## src/rtl/usplit_pkg.sv

```systemverilog
package usplit_pkg;
  typedef enum logic [1:0] {
    KIND_PLAIN  = 2'd0,
    KIND_LOCKED = 2'd1,
    KIND_SWAP   = 2'd2
  } usplit_kind_e;

  typedef enum logic {
    ST_IDLE = 1'b0,
    ST_BUSY = 1'b1
  } usplit_state_e;
endpackage

```

## src/rtl/usplit_geom.sv

```systemverilog
// Works out whether an access crosses a block boundary and the two pieces.
module usplit_geom #(
  parameter int AW        = 32,
  parameter int BLK_BYTES = 16,
  parameter int DBYTES    = 8,
  localparam int LW  = $clog2(DBYTES) + 1,
  localparam int SZW = $clog2($clog2(DBYTES) + 1)
) (
  input  logic [AW-1:0]  addr,
  input  logic [SZW-1:0] size_log2,
  output logic           split,
  output logic [LW-1:0]  len0,
  output logic [LW-1:0]  len1,
  output logic [AW-1:0]  addr1
);
  localparam logic [AW-1:0] BLK_MASK = AW'(BLK_BYTES - 1);

  logic [LW-1:0] size_b;
  logic [AW-1:0] last_b;
  logic [AW-1:0] bnd;

  always_comb begin
    size_b = LW'(1) << size_log2;
    last_b = addr + AW'(size_b) - AW'(1);
    bnd    = last_b & ~BLK_MASK;
    split  = bnd > addr;
    len0   = split ? LW'(bnd - addr) : size_b;
    len1   = size_b - len0;
    addr1  = bnd;
  end
endmodule

```

## src/rtl/usplit_merge.sv

```systemverilog
// Collects the read bytes of each fragment into one little-endian word.
module usplit_merge #(
  parameter int DBYTES = 8,
  localparam int LW = $clog2(DBYTES) + 1,
  localparam int DW = 8 * DBYTES
) (
  input  logic          clk,
  input  logic          rst,
  input  logic          clear,
  input  logic          rsp_valid,
  input  logic [LW-1:0] off,
  input  logic [LW-1:0] len,
  input  logic [DW-1:0] rsp_data,
  output logic [DW-1:0] merged
);
  logic [DW-1:0] acc_q;
  logic [DW-1:0] shifted;

  assign shifted = rsp_data << {off, 3'b000};

  for (genvar i = 0; i < DBYTES; i++) begin : g_lane
    logic take;
    assign take = rsp_valid && (LW'(i) >= off) && (LW'(i) < off + len);
    assign merged[8*i +: 8] = take ? shifted[8*i +: 8] : acc_q[8*i +: 8];
  end

  always_ff @(posedge clk) begin
    if (rst || clear) acc_q <= '0;
    else if (rsp_valid) acc_q <= merged;
  end
endmodule

```

## src/rtl/mem_split_unit.sv

```systemverilog
module mem_split_unit
  import usplit_pkg::*;
#(
  parameter int AW        = 32,
  parameter int BLK_BYTES = 16,
  parameter int DBYTES    = 8,
  localparam int LW  = $clog2(DBYTES) + 1,
  localparam int SZW = $clog2($clog2(DBYTES) + 1),
  localparam int DW  = 8 * DBYTES
) (
  input  logic           clk,
  input  logic           rst,
  input  logic           req_valid,
  output logic           req_ready,
  input  logic           req_write,
  input  logic [1:0]     req_kind,
  input  logic [AW-1:0]  req_addr,
  input  logic [SZW-1:0] req_size,
  input  logic [DW-1:0]  req_wdata,
  input  logic [1:0]     req_fault,
  output logic           mem_req_valid,
  input  logic           mem_req_ready,
  output logic           mem_req_write,
  output logic [1:0]     mem_req_cmd,
  output logic           mem_req_frag,
  output logic [AW-1:0]  mem_req_addr,
  output logic [DBYTES-1:0] mem_req_be,
  output logic [DW-1:0]  mem_req_wdata,
  input  logic           mem_rsp_valid,
  input  logic           mem_rsp_frag,
  input  logic [DW-1:0]  mem_rsp_rdata,
  output logic           done_valid,
  output logic [DW-1:0]  done_rdata,
  output logic           done_fault,
  output logic           done_illegal
);
  localparam logic [AW-1:0] BLK_MASK = AW'(BLK_BYTES - 1);

  function automatic logic [DBYTES-1:0] be_of(input logic [LW-1:0] n);
    logic [DBYTES-1:0] m;
    for (int i = 0; i < DBYTES; i++) m[i] = (LW'(i) < n);
    return m;
  endfunction

  function automatic logic [DW-1:0] lanes_of(input logic [LW-1:0] n);
    logic [DW-1:0] m;
    for (int i = 0; i < DBYTES; i++) m[8*i +: 8] = (LW'(i) < n) ? 8'hFF : 8'h00;
    return m;
  endfunction

  // Geometry of the incoming access
  logic          g_split;
  logic [LW-1:0] g_len0, g_len1;
  logic [AW-1:0] g_addr1;

  usplit_geom #(.AW(AW), .BLK_BYTES(BLK_BYTES), .DBYTES(DBYTES)) i_geom (
    .addr(req_addr), .size_log2(req_size),
    .split(g_split), .len0(g_len0), .len1(g_len1), .addr1(g_addr1)
  );

  usplit_state_e st_q;
  logic [1:0]    cnt_q;        // fragments awaiting a response
  logic          r_split;
  logic [LW-1:0] r_len0, r_len1;
  logic [AW-1:0] r_addr1;
  logic [DW-1:0] r_wdata1;
  logic          r_write;

  logic accept, any_fault, illegal, reject;
  assign req_ready = (st_q == ST_IDLE);
  assign accept    = req_valid && req_ready;
  assign any_fault = req_fault[0] || (g_split && req_fault[1]);
  assign illegal   = g_split && (req_kind != KIND_PLAIN);
  assign reject    = any_fault || illegal;

  // Read-data merge
  logic [LW-1:0] m_off, m_len;
  logic [DW-1:0] merged;
  logic          rsp_take;
  assign rsp_take = (st_q == ST_BUSY) && mem_rsp_valid;
  assign m_off    = mem_rsp_frag ? r_len0 : '0;
  assign m_len    = mem_rsp_frag ? r_len1 : r_len0;

  usplit_merge #(.DBYTES(DBYTES)) i_merge (
    .clk(clk), .rst(rst), .clear(accept),
    .rsp_valid(rsp_take), .off(m_off), .len(m_len),
    .rsp_data(mem_rsp_rdata), .merged(merged)
  );

  always_ff @(posedge clk) begin
    if (rst) begin
      st_q          <= ST_IDLE;
      cnt_q         <= '0;
      r_split       <= 1'b0;
      r_len0        <= '0;
      r_len1        <= '0;
      r_addr1       <= '0;
      r_wdata1      <= '0;
      r_write       <= 1'b0;
      mem_req_valid <= 1'b0;
      mem_req_write <= 1'b0;
      mem_req_cmd   <= KIND_PLAIN;
      mem_req_frag  <= 1'b0;
      mem_req_addr  <= '0;
      mem_req_be    <= '0;
      mem_req_wdata <= '0;
      done_valid    <= 1'b0;
      done_rdata    <= '0;
      done_fault    <= 1'b0;
      done_illegal  <= 1'b0;
    end else begin
      done_valid <= 1'b0;
      if (accept) begin
        if (reject) begin
          done_valid   <= 1'b1;
          done_fault   <= any_fault;
          done_illegal <= illegal;
          done_rdata   <= '0;
        end else begin
          st_q          <= ST_BUSY;
          cnt_q         <= g_split ? 2'd2 : 2'd1;
          r_split       <= g_split;
          r_len0        <= g_len0;
          r_len1        <= g_len1;
          r_addr1       <= g_addr1;
          r_wdata1      <= (req_wdata >> {g_len0, 3'b000}) & lanes_of(g_len1);
          r_write       <= req_write;
          mem_req_valid <= 1'b1;
          mem_req_write <= req_write;
          mem_req_cmd   <= req_kind;
          mem_req_frag  <= 1'b0;
          mem_req_addr  <= req_addr;
          mem_req_be    <= be_of(g_len0);
          mem_req_wdata <= req_wdata & lanes_of(g_len0);
        end
      end
      if (st_q == ST_BUSY) begin
        if (mem_req_valid && mem_req_ready) begin
          if (!mem_req_frag && r_split) begin
            mem_req_frag  <= 1'b1;
            mem_req_addr  <= r_addr1;
            mem_req_be    <= be_of(r_len1);
            mem_req_wdata <= r_wdata1;
          end else begin
            mem_req_valid <= 1'b0;
          end
        end
        if (mem_rsp_valid) begin
          cnt_q <= cnt_q - 2'd1;
          if (cnt_q == 2'd1) begin
            st_q         <= ST_IDLE;
            done_valid   <= 1'b1;
            done_fault   <= 1'b0;
            done_illegal <= 1'b0;
            done_rdata   <= r_write ? '0 : merged;
          end
        end
      end
    end
  end

  // Input assumption: memory answers only fragments it has taken
  p_rsp_expected_r8: assert property (@(posedge clk) disable iff (rst)
    mem_rsp_valid |-> (cnt_q != 2'd0));

  p_idle_quiet_r9: assert property (@(posedge clk) disable iff (rst)
    req_ready |-> !mem_req_valid);

  p_hold_stall_r5: assert property (@(posedge clk) disable iff (rst)
    (mem_req_valid && !mem_req_ready) |=>
      (mem_req_valid && $stable(mem_req_addr) && $stable(mem_req_frag) && $stable(mem_req_be)));

  p_reject_quiet_r3: assert property (@(posedge clk) disable iff (rst)
    (accept && reject) |=> (done_valid && !mem_req_valid && req_ready));

  p_atomic_whole_r4: assert property (@(posedge clk) disable iff (rst)
    (mem_req_valid && mem_req_cmd != KIND_PLAIN) |-> (!mem_req_frag && cnt_q == 2'd1));

  p_frag1_inblock_r1: assert property (@(posedge clk) disable iff (rst)
    (mem_req_valid && mem_req_frag) |->
      (((mem_req_addr + AW'(r_len1) - AW'(1)) & ~BLK_MASK) == (mem_req_addr & ~BLK_MASK)));

  p_done_clean_r8: assert property (@(posedge clk) disable iff (rst)
    (done_valid && !done_fault && !done_illegal) |-> (cnt_q == 2'd0 && req_ready));
endmodule

```

## config.mk

```make
export PLATFORM = sky130hd
export DESIGN_NAME = mem_split_unit
export DESIGN_NICKNAME = d
export VERILOG_FILES = /design/src/rtl/usplit_pkg.sv /design/src/rtl/usplit_geom.sv /design/src/rtl/usplit_merge.sv /design/src/rtl/mem_split_unit.sv
export SDC_FILE = /design/constraint.sdc
export NUM_CORES = 1
export LEC_CHECK = 0
export BUFFER_PORTS_ARGS = -buffer_cell sky130_fd_sc_hd__buf_2
export CORE_MARGIN = 8
export CORE_UTILIZATION = 51
export CTS_CLUSTER_DIAMETER = 60
export CTS_CLUSTER_SIZE = 16
export DETAILED_ROUTE_END_ITERATION = 10
export HOLD_SLACK_MARGIN = 0.05
export PLACE_DENSITY = 0.82
export SYNTH_ARGS = -nofsm -noshare
export SYNTH_HDL_FRONTEND = slang
export SYNTH_SLANG_ARGS = --single-unit
```

## constraint.sdc

```tcl
create_clock -name clk -period 8.4 [get_ports clk]
set_clock_uncertainty 0.15 [all_clocks]
set_input_delay 0.84 -clock clk [delete_from_list [all_inputs] [get_ports clk]]
set_output_delay 0.84 -clock clk [all_outputs]
set_load 0.01 [all_outputs]
```

; ---- Yosys cells after proc, flatten, opt, wreduce, memory -nomap -nowiden
; Index checks and enable logic that the tools add are counted.
[totals]
latchBits = 0
word_cells = 185
mem_count = 0
rom_bits = 0
ramBits = 0
reg_bits = 344
input_bits = 173
out_inout_bits = 177
[classes]
addsub = 6
magnitude_cmp = 41
reduce_logical = 28
n_div = 0
n_bitwise = 4
shifts = 3
muxes = 83
n_eq_ne = 1
mul = 0
[op_table]
columns = operator, n
row1 = $mux 64, 11
row2 = $mux 8, 29
row3 = $mux 32, 5
row4 = $and 64x64->64, 2
row5 = $lt 3x4->1 const A, 16
row6 = $shl 64x7->64, 1
row7 = $shr 64x7->64, 1
row8 = $add 32x4->32, 1
row9 = $gt 32x32->1, 1
row10 = $lt 1x4->1 const A, 8
row11 = $lt 2x4->1 const A, 8
row12 = $sub 32x1->32 const B, 1
row13 = $mux 1, 30
row14 = $logic_and 1x1->1, 22
row15 = $ge 3x4->1 const A, 4
row16 = $mux 4, 3
row17 = $mux 2, 5
row18 = $ge 1x4->1 const A, 2
row19 = $ge 2x4->1 const A, 2
row20 = $add 4x4->4, 1
row21 = $shl 1x2->4 const A, 1
row22 = $sub 1x4->4 const A, 1
row23 = $sub 4x4->4, 1
row24 = $logic_or 1x1->1, 3
row25 = 6 further kinds, 7

; ---- Depth between registers and ports, before layout
; Gate-level depths: netlist of run 1.
[logic_depth]
ltp_word = 13
depth_mapped = 36
ltp_nobuf = 33

; ---- Hierarchy
; From an unflattened synthesis of run 1, not the netlist that was laid out.
[unflattened]
cells_unflattened = 2190
area_unflattened_um2 = 19558.8
[modules_own_cells]
columns = mod, seq_area_each_um2, instances, cells_per_inst, area_per_inst_um2
row1 = mem_split_unit, 5685.5, 1, 1286, 11872.6
row2 = usplit_merge, 1281.2, 1, 504, 4798.4
row3 = usplit_geom, 0.0, 1, 400, 2887.8

; ---- Worst setup path after synthesis of run 1
; OpenSTA, ideal clock, no wires.
[synth_path]
kind = input -> register
startpoint = input req_size[0]
endpoint = register r_wdata1[5]
required_ns = 8.113
cell_stages = 34
arrival_time_ns = 7.096
setup_ns = 0.137
path_slack_ns = 1.017
n_path_buf = 3
path_cell_list = nor2b_1 > clkbuf_1 > inv_2 > ha_1 > inv_1 > ha_1 > nor2b_1 > o221a_2 > a22oi_1 > nand2_1 > a31o_2 > a21oi_1 > a311oi_1 > a31oi_1 > mux2i_1 > nand2_1 > ha_1 > nand3_1 > nor3_1 > and3_1 > a21oi_4 > or2_1 > nand2_1 > buf_2 > buf_2 > a21oi_1 > ha_1 > a21oi_1 > and3b_1 > a31o_1 > a211oi_4 > nand2b_2 > o21ai_2 > a22oi_1
[synth_between]
elab_chain_len = 9
word_cells_on_any_way = 16
classes_between = 3 x add/sub / 2 x order compare / 2 x shift / 2 x mux / 2 x bitwise / 5 x reduce/logical
[synth_lines]
columns = element, line
row1 = start: declaration, mem_split_unit.sv:18  ; input logic [SZW-1:0] req_size,
row2 = $shl 1x2->4 *, usplit_geom.sv:23  ; size_b = LW'(1) << size_log2;
row3 = $add 32x4->32 *, usplit_geom.sv:24  ; last_b = addr + AW'(size_b) - AW'(1);
row4 = $sub 32x1->32 *, usplit_geom.sv:24
row5 = via g_addr1[31], mem_split_unit.sv:54  ; logic [AW-1:0] g_addr1;
row6 = $gt 32x32->1 *, usplit_geom.sv:26  ; split = bnd > addr;
row7 = $mux 4 / $logic_and 1x1->1 (equally long branches), "usplit_geom.sv:27, mem_split_unit.sv:72"
row8 = $sub 4x4->4 / $logic_or 1x1->1 (equally long branches), "usplit_geom.sv:28, mem_split_unit.sv:72"
row9 = $lt 1x4->1 / $logic_or 1x1->1 (equally long branches), "mem_split_unit.sv:47, mem_split_unit.sv:74"
row10 = $mux 8 / $not 1->1 (equally long branches), --
row11 = $and 64x64->64 / $reduce_and 2->1 (equally long branches), --
row12 = end signal: assignment, mem_split_unit.sv:126  ; r_wdata1 <= (req_wdata >> {g_len0, 3'b000}) & lanes_of(g_len1);
row13 = end: declaration, mem_split_unit.sv:66  ; logic [DW-1:0] r_wdata1;
; The timed path passes the listed nets; every way through them passes the cells marked *.
; A chain may end at the register's enable or synchronous reset.

; ---- Final worst setup path of run 1
[layout_path]
startpoint = input req_size[1]
endpoint = register r_wdata1[7]
; The elaborated chain is that of the path after synthesis.

==> results.txt, run 1 <==
* FF-to-FF setup slack: 3.66 ns
- The initial antenna violation count was 4.
- In the synthesized netlist, the number of instances is 2191.
- CTS tree: done
- In the final layout, the share of cells above drive strength 1 is 0.2175.
- The worst register-to-register path begins at r_len0[0]$_SDFFE_PP0P_.
- In this run the static leakage power is 9.492 nW.
- Critical-path top delay cell: sky130_fd_sc_hd__a211oi_4
- In the synthesized netlist the dominant register cell turns out to be sky130_fd_sc_hd__dfxtp_1.
- Worst endpoint data arrival time: 8.17 ns
* Cells taking the most area after synthesis: sky130_fd_sc_hd__dfxtp_1, sky130_fd_sc_hd__nor2_1, sky130_fd_sc_hd__nand2_1, sky130_fd_sc_hd__a21oi_1, sky130_fd_sc_hd__ha_1
- Clock-pin slew was measured on the worst setup and hold paths at 0.07 ns.
- For this design, the CTS-stage hold fixing added 0 buffers.
- Count of vias placed by the detailed router: 18457
- In the layout the commonest cells are sky130_fd_sc_hd__buf_2, sky130_fd_sc_hd__dfxtp_1, sky130_fd_sc_hd__nor2_1.
- Outcome: complete, no violations
* Hold Path Class: reg -> reg
- The die covers 42740 um^2.
- Yosys Warn Count: 0
- Final net count: 2698
- The H-tree generated during clock tree synthesis spans 2 levels.
* Final hold violation count: 0
- The via count of the first global-routing pass is 17866.
* Overflow left after global routing: 0
- Setup violations remaining at the end of the flow were counted as 0.
- Core area: 36260 um^2
- First-pass GRT wire length: 101100 um
* CTS Root Buffer Type: sky130_fd_sc_hd__clkbuf_16
- In this run the tightest slew margin relative to its limit is 0.2584.
- Summing all placed instances gives a cell area of 20520 um^2.
- A synthesized cell averages 8.469 um^2.
- For this run, the total global-route usage over all layers was measured as 0.2993.
- Entering global routing, the biggest net connects 89 pins.
- After detailed routing, the average wire length per cell comes to 22.78 um.
* Crit Path Class: in -> reg
- Proportion of netlist area held by the largest area contributor: 0.3711
- Site row count: 70
- Most prevalent standard cell on the critical path: sky130_fd_sc_hd__ha_1
- Of the synthesized area, sequential elements account for 0.3711.
- Crit path launch: req_size[1]
* Detailed-route wire length: 67120 um
* Share of flip-flops with an asynchronous set or reset after synthesis: 0
- Transition time at the pin with the least slew margin: 1.108 ns
- Net count of the mapped netlist: 2433
* HP Start: mem_req_cmd[1]$_SDFFE_PP0P_
- Final setup margin: 0.4900 ns
- First DRT Iteration DRCs: 1909
- Once layout is done, the placed cells without fillers occupy 21650 um^2.
- Leaving out fill and tap cells, the most frequent cell in the layout is sky130_fd_sc_hd__buf_2.
* Library cells used by synthesis: 93
- Yosys top cell by area: sky130_fd_sc_hd__dfxtp_1
- DRC violation count after routing: 0
- The clock period could shrink to 7.910 ns.
- Of the available clock period, the critical path in the final layout requires 0.9417.
* Number of I/O pins: 350
* Die height: 206.7 um
- Starting density of the core: 0.5117
- For this run, the detailed router's first-pass iteration total came to 6.
- F_max: 126.4 MHz
* Count of input and output buffers: 349
- PwrDens: 211.6 nW/um^2
- P&R area growth vs syn: 16.70%
* Kind of start point of the critical path: primary input
- Required time of the worst setup path: 8.66 ns
* Ratio of routed vias to standard cells: 6.265
* Setup Buffers After CTS: 0
* Overall power: 4.582 mW
- Setup repair after global routing missed its margin: false
- Critical path fanouts, max: 10
- Kind of end point of the critical path: register
* Residual antenna-violating net count after detailed routing: 0
* Total CTS buffers: 36
- Setup Slack @ Placement: -0.1529 ns
* Number of enable-type register cells in the synthesized netlist: 0
- In this run, synthesis produced a sequential element count of 344.
- After synthesis the cells add up to 18560 um^2.
- Maximum clock path buffer count: 3
- The congestion estimate from routability-driven global placement came to 0.9749.
* Chip width: 206.7 um
- After filler insertion, the fill cell instance count of the layout stands at 3270.
- Max-cap violations in this run came to 0.
- Clock Sinks: 344
* Worst-Skew Late Latency: 0.54 ns
* Critical path's largest stage delay: 0.50 ns
- Maximum VDD drop: 0.1449 mV
* Estimated wirelength of the detail-placed design: 49420 um
- The final-report max-slew violation count is 0.
sequential cells by signal (all words and copies together) (netlist names):
name	cells
cnt_q	2
done_fault	1
done_illegal	1
done_rdata	64
done_valid	1
i_merge.acc_q	64
mem_req_addr	32
mem_req_be	8
mem_req_cmd	2
mem_req_frag	1
mem_req_valid	1
mem_req_wdata	64
r_addr1	28
r_len0	4
r_len1	4
r_split	1
r_wdata1	64
r_write	1
st_q	1
metrics by stage:
stage               setup TNS, ns  utilization  std cells  hold slack (ns)
floorplan                       0            -       2191           0.2756
global placement                0       0.5659       2886           0.2868
detailed placement         -3.206       0.5659       2886           0.2947
CTS                             0       0.5968       2942           0.3059
global route                    0       0.5971       2945           0.3246
finish                          0       0.5972       2946           0.3052
power breakdown:
group          internal, mW  switching (mW)
registers              1.71          0.0527
logic                 0.461           0.796
clock network         0.854           0.712
total                  3.02            1.56
cells in the mapped netlist (18+ instances only):
cell type                   number
sky130_fd_sc_hd__clkbuf_1      102
sky130_fd_sc_hd__nor3_1         84
sky130_fd_sc_hd__a211oi_1       33
sky130_fd_sc_hd__o21ai_1        36
sky130_fd_sc_hd__nand2_1       261
sky130_fd_sc_hd__inv_1          60
sky130_fd_sc_hd__o21ai_0        26
sky130_fd_sc_hd__a21oi_1       171
sky130_fd_sc_hd__dfxtp_1       344
sky130_fd_sc_hd__a311oi_1       31
sky130_fd_sc_hd__nor2_1        340
sky130_fd_sc_hd__mux4_2         32
sky130_fd_sc_hd__buf_2          39
sky130_fd_sc_hd__a221oi_1       74
sky130_fd_sc_hd__a21o_1         21
sky130_fd_sc_hd__a2bb2oi_1      29
sky130_fd_sc_hd__ha_1           68
sky130_fd_sc_hd__mux2i_1        58
sky130_fd_sc_hd__a22o_1         18
sky130_fd_sc_hd__nor2b_1        30
sky130_fd_sc_hd__a22oi_1        43
area by class of cell:
class / count / area (um^2) / share of cell area
inverters: 62 / 232.7 / 0.01075
clock inverters: 17 / 188.9 / 0.008725
repair buffers: 381 / 2006 / 0.09263
flip-flops and latches: 344 / 6887 / 0.3180
well taps: 468 / 585.6 / 0.02704
diodes: 4 / 10.01 / 0.0004623
clock buffers: 39 / 933.4 / 0.04311
multi-input cells: 1631 / 10810 / 0.4992
logic make-up after synthesis:
logic type	share of synthesized area
compound gates	0.2345
mux	0.09319
xor+xnor	0.01416
buf+inv	0.04976
fa+ha+maj	0.04693
simple gates	0.1904
flops	0.3711
routing by layer:
metal | wire, um | part of all wire | vias to the layer above | track usage
li1 | - | - | 8482 | -
met1 | 27080 | 0.40 | 8778 | 0.3906
met2 | 30270 | 0.45 | 1012 | 0.4700
met3 | 6782 | 0.10 | 183 | 0.06679
met4 | 2976 | 0.044 | 2 | 0.1342
met5 | 9 | 0.00013 | - | 0
worst max-delay path, delay by kind of cell:
kind                       cells  cell delay [ns]
muxes                          1             0.27
AOI/OAI and AO/OA             12             3.06
buffers and inverters          3             0.37
and+or+nand+nor               14             2.60
adders and majority gates      4             0.99
final timing paths:
| check | cells past startpoint | endpoint |
|---|---|---|
| setup / recovery | 34 | r_wdata1[7]$_SDFFE_PP0P_ |
| hold / removal | 2 | mem_req_cmd[1]$_SDFFE_PP0P_ |
| setup reg to reg | 13 | done_rdata[53]$_SDFF_PP0_ |
| hold reg to reg | 2 | mem_req_cmd[1]$_SDFFE_PP0P_ |
repair_timing:
| item | 4_1_cts | 5_1_grt |
|---|---|---|
| endpoints found under the hold margin | 0 | 0 |
| resized for setup | 0 | 1 |
| endpoints found under the setup margin | 0 | 40 |
Power figures use the tool's default switching activity.
==> inputs of run 2 (changes only) <==
SYNTH_HIERARCHICAL = 1   (was unset)
==> results.txt, run 2 <==
* Tightest hold margin: 0.3064 ns
* Routed length per instance: 22.92 um
- The clock passes through at most 3 buffers.
* Cells taking the most area after synthesis: sky130_fd_sc_hd__dfxtp_1, sky130_fd_sc_hd__mux2i_1, sky130_fd_sc_hd__nand2_1, sky130_fd_sc_hd__mux4_2, sky130_fd_sc_hd__ha_1
* Switching Fraction: 0.3379
- Required time of the worst setup path: 8.77 ns
- Die Footprint: 44870 um^2
- Detailed-route wire length: 68040 um
* Total CTS buffers: 30
- First drt pass iteration count: 8
- CTS saw 348 sinks.
- Site row count: 71
* # setup viols final: 0
* Sw power: 1.459 mW
- In this run the tool buffered the top-level ports with 349 buffer cells.
- Of all nets on the critical path, the largest fanout is 76.
- Setup Buffers After CTS: 0
- 350 I/O pins were placed.
- The largest total area in the synthesized netlist belongs to sky130_fd_sc_hd__dfxtp_1.
- Residual antenna-violating net count after detailed routing: 0
* Kind of end point of the critical path: register
- Routability cong.: 1.018
- First DRT Iteration DRCs: 2347
* # hold bufs at CTS: 0
- F_max: 140.5 MHz
* Cell Count Post-Placement: 2920
* Number of gates given a new drive strength after cts: 0
* Max-cap violations: 0
- Worst endpoint data arrival time: 7.49 ns
- Number of enable-type register cells in the synthesized netlist: 0
- First-pass GRT wire length: 104300 um
* Number of flip-flops and latches in the synthesized netlist: 348
- The analysis attributes to cell leakage a power of 9.700 nW.
* Die height: 211.8 um
- Share of flip-flops with an asynchronous set or reset after synthesis: 0
* Part of the total power dissipated in sequential elements: 0.411
- Yosys Warn Count: 6
* Final standard cell count with taps included and fillers excluded: 2968
* Estimated wirelength of the detail-placed design: 50430 um
- Synth Flop Type: sky130_fd_sc_hd__dfxtp_1
- The average instance in the mapped netlist occupies 8.931 um^2.
* Final cycle utilization of the critical path: 0.8472
- Most frequent cell after synthesis: sky130_fd_sc_hd__dfxtp_1
* H-tree depth: 1
- For this run, design rule violations remaining after detail routing come to 0.
* Transition time at the pin with the least slew margin: 1.261 ns
- Slew headroom: 0.1595
- Kind of start point of the critical path: primary input
- Overflow left after global routing: 0
- The worst-case IR drop observed on VDD is 0.1610 mV.
- The critical path in this run is classified as in -> reg.
- Summing every instance area after synthesis gives 19560 um^2.
- For this run, the register share of the synthesized area comes to 0.3562.
* Library cells used by synthesis: 86
- The initial antenna violation count was 5.
- The share of total power dissipated in combinational logic is 0.280.
* Ratio of routed vias to standard cells: 6.340
- Power spread over the standard cell area amounts to 191.8 nW/um^2.
- After floorplanning, the core was sized to cover 37760 um^2.
- Outcome: complete, no violations
* Setup repair after global routing missed its margin: false
* Via count of the first global-routing pass: 18307
- After clock tree synthesis, the clock-pin slew on the worst setup and hold paths is 0.07 ns.
- The path class of the tightest hold or removal check is reg -> reg.
- CTS Root Buffer Type: sky130_fd_sc_hd__clkbuf_16
- After routing, the total negative slack on setup checks comes to 0 ns.
* Cell types with the highest counts after synthesis: sky130_fd_sc_hd__dfxtp_1, sky130_fd_sc_hd__nand2_1, sky130_fd_sc_hd__a21oi_1
* Min cycle time layout: 7.117 ns
* Cells after Synth: 2190
- Of the total power, the clock network draws 0.309.
- P&R area growth vs syn: 15.07%
* Count of vias placed by the detailed router: 18817
- The number of endpoints with negative hold slack in the final report came to 0.
- Total internal power: 2.858 mW
* Final net count: 2684
- The final-report max-slew violation count is 0.
- Worst-Skew Late Latency: 0.58 ns
* Commonest non-fill, non-tap cells in the layout: sky130_fd_sc_hd__dfxtp_1, sky130_fd_sc_hd__buf_2, sky130_fd_sc_hd__nand2_1
- Summing internal, switching and leakage power gives 4.317 mW.
* Chip width: 211.8 um
* Share of layout cells above drive strength 1: 0.2339
- Starting density of the core: 0.5180
- In the global route stage, overall resource usage came out at 0.2885.
* Proportion of netlist area held by the largest area contributor: 0.3562
* Maximum number of pins on one net before global-route repair: 77
- TritonCTS built the clock tree.
## run 2: cell types whose count changed after synthesis, moves of 45 or more
cell / delta
sky130_fd_sc_hd__nor2_1: -222
sky130_fd_sc_hd__a22o_1: +78
sky130_fd_sc_hd__mux2i_1: +65
sky130_fd_sc_hd__a221oi_1: -55
sky130_fd_sc_hd__nor3_1: -55
sky130_fd_sc_hd__o21ai_0: +53
sky130_fd_sc_hd__mux2_2: +51
sky130_fd_sc_hd__a221o_1: +49
sky130_fd_sc_hd__nand3_1: +45
## run 2: cell families after synthesis
kind of cell | after synthesis | synth area share
fa+ha+maj | 70 | 0.04555
mux | 224 | 0.1443
buf+inv | 229 | 0.04855
compound gates | 600 | 0.2242
xor+xnor | 31 | 0.01388
flops | 348 | 0.3562
other cells | 1 | 0.0001917
simple gates | 687 | 0.1671
## run 2: worst paths after layout
path	startpoint	end	slack, ns	depth (start not counted)
worst max register to register	r_len0[1]$_SDFFE_PP0P_	done_rdata[52]$_SDFF_PP0_	4.54	7
worst max-delay path	req_size[1]	r_wdata1[58]$_SDFFE_PP0P_	1.28	24
worst min-delay path	r_addr1[3]$_SDFFE_PP0P_	r_addr1[3]$_SDFFE_PP0P_	0.31	2
worst min register to register	r_addr1[3]$_SDFFE_PP0P_	r_addr1[3]$_SDFFE_PP0P_	0.31	2
## run 2: power by group through the flow
stage | combinational (mW) | sequential (mW) | clock (mW)
global placement | 1.16 | 1.81 | 0
floorplan | 0.799 | 1.81 | 0
global route | 1.30 | 1.78 | 1.43
detailed placement | 1.18 | 1.81 | 0
CTS | 1.19 | 1.77 | 1.36
finish | 1.21 | 1.77 | 1.33
## run 2: worst max-delay path, cell delays in order
cell and delay (ns):
sky130_fd_sc_hd__buf_2 0.13, sky130_fd_sc_hd__nor2b_1 0.30, sky130_fd_sc_hd__inv_1 0.08, sky130_fd_sc_hd__ha_1 0.28, sky130_fd_sc_hd__inv_1 0.04, sky130_fd_sc_hd__ha_1 0.25, sky130_fd_sc_hd__nor2b_1 0.28, sky130_fd_sc_hd__a311oi_2 0.17
sky130_fd_sc_hd__o311ai_2 0.52, sky130_fd_sc_hd__and3b_1 0.28, sky130_fd_sc_hd__o21ai_0 0.12, sky130_fd_sc_hd__xnor2_1 0.18, sky130_fd_sc_hd__ha_1 0.32, sky130_fd_sc_hd__nand4_1 0.16, sky130_fd_sc_hd__nor4_1 0.71, sky130_fd_sc_hd__nand2b_1 0.14
sky130_fd_sc_hd__a21oi_2 0.20, sky130_fd_sc_hd__o21ai_4 0.13, sky130_fd_sc_hd__mux2i_4 0.21, sky130_fd_sc_hd__buf_4 0.41, sky130_fd_sc_hd__or2_2 0.44, sky130_fd_sc_hd__nand2b_1 0.32, sky130_fd_sc_hd__nor3_1 0.73, sky130_fd_sc_hd__a22o_1 0.23
## run 2: per-stage QoR
step                      worst slack [ns]  cell area (um^2)    util
after global routing                0.7939             22500  0.5960
after CTS                            1.315             22500  0.5959
after detailed placement            0.6910             21590  0.5719
after floorplan                      1.811             19570       -
final                                1.284             22510  0.5961
after global placement              0.8878             21590  0.5719
## run 2: cell type report
cell class                      count  area, um^2
Antenna cell                        3       7.507
Clock buffer                       34       785.8
Clock inverter                     11       120.1
Fill cell                        3307       15250
Inverter                           64       240.2
Multi-Input combinational cell   1616       11730
Sequential cell                   348        6967
Tap cell                          511       639.4
Timing Repair Buffer              381        2014
## run 2: per-layer routing
layer / GRT usage / vias up / share of wire
met5: 0 / - / 0.00038
met4: 0.09538 / 4 / 0.033
li1: - / 8649 / -
met1: 0.3814 / 9072 / 0.41
met2: 0.4664 / 943 / 0.46
met3: 0.05871 / 149 / 0.093
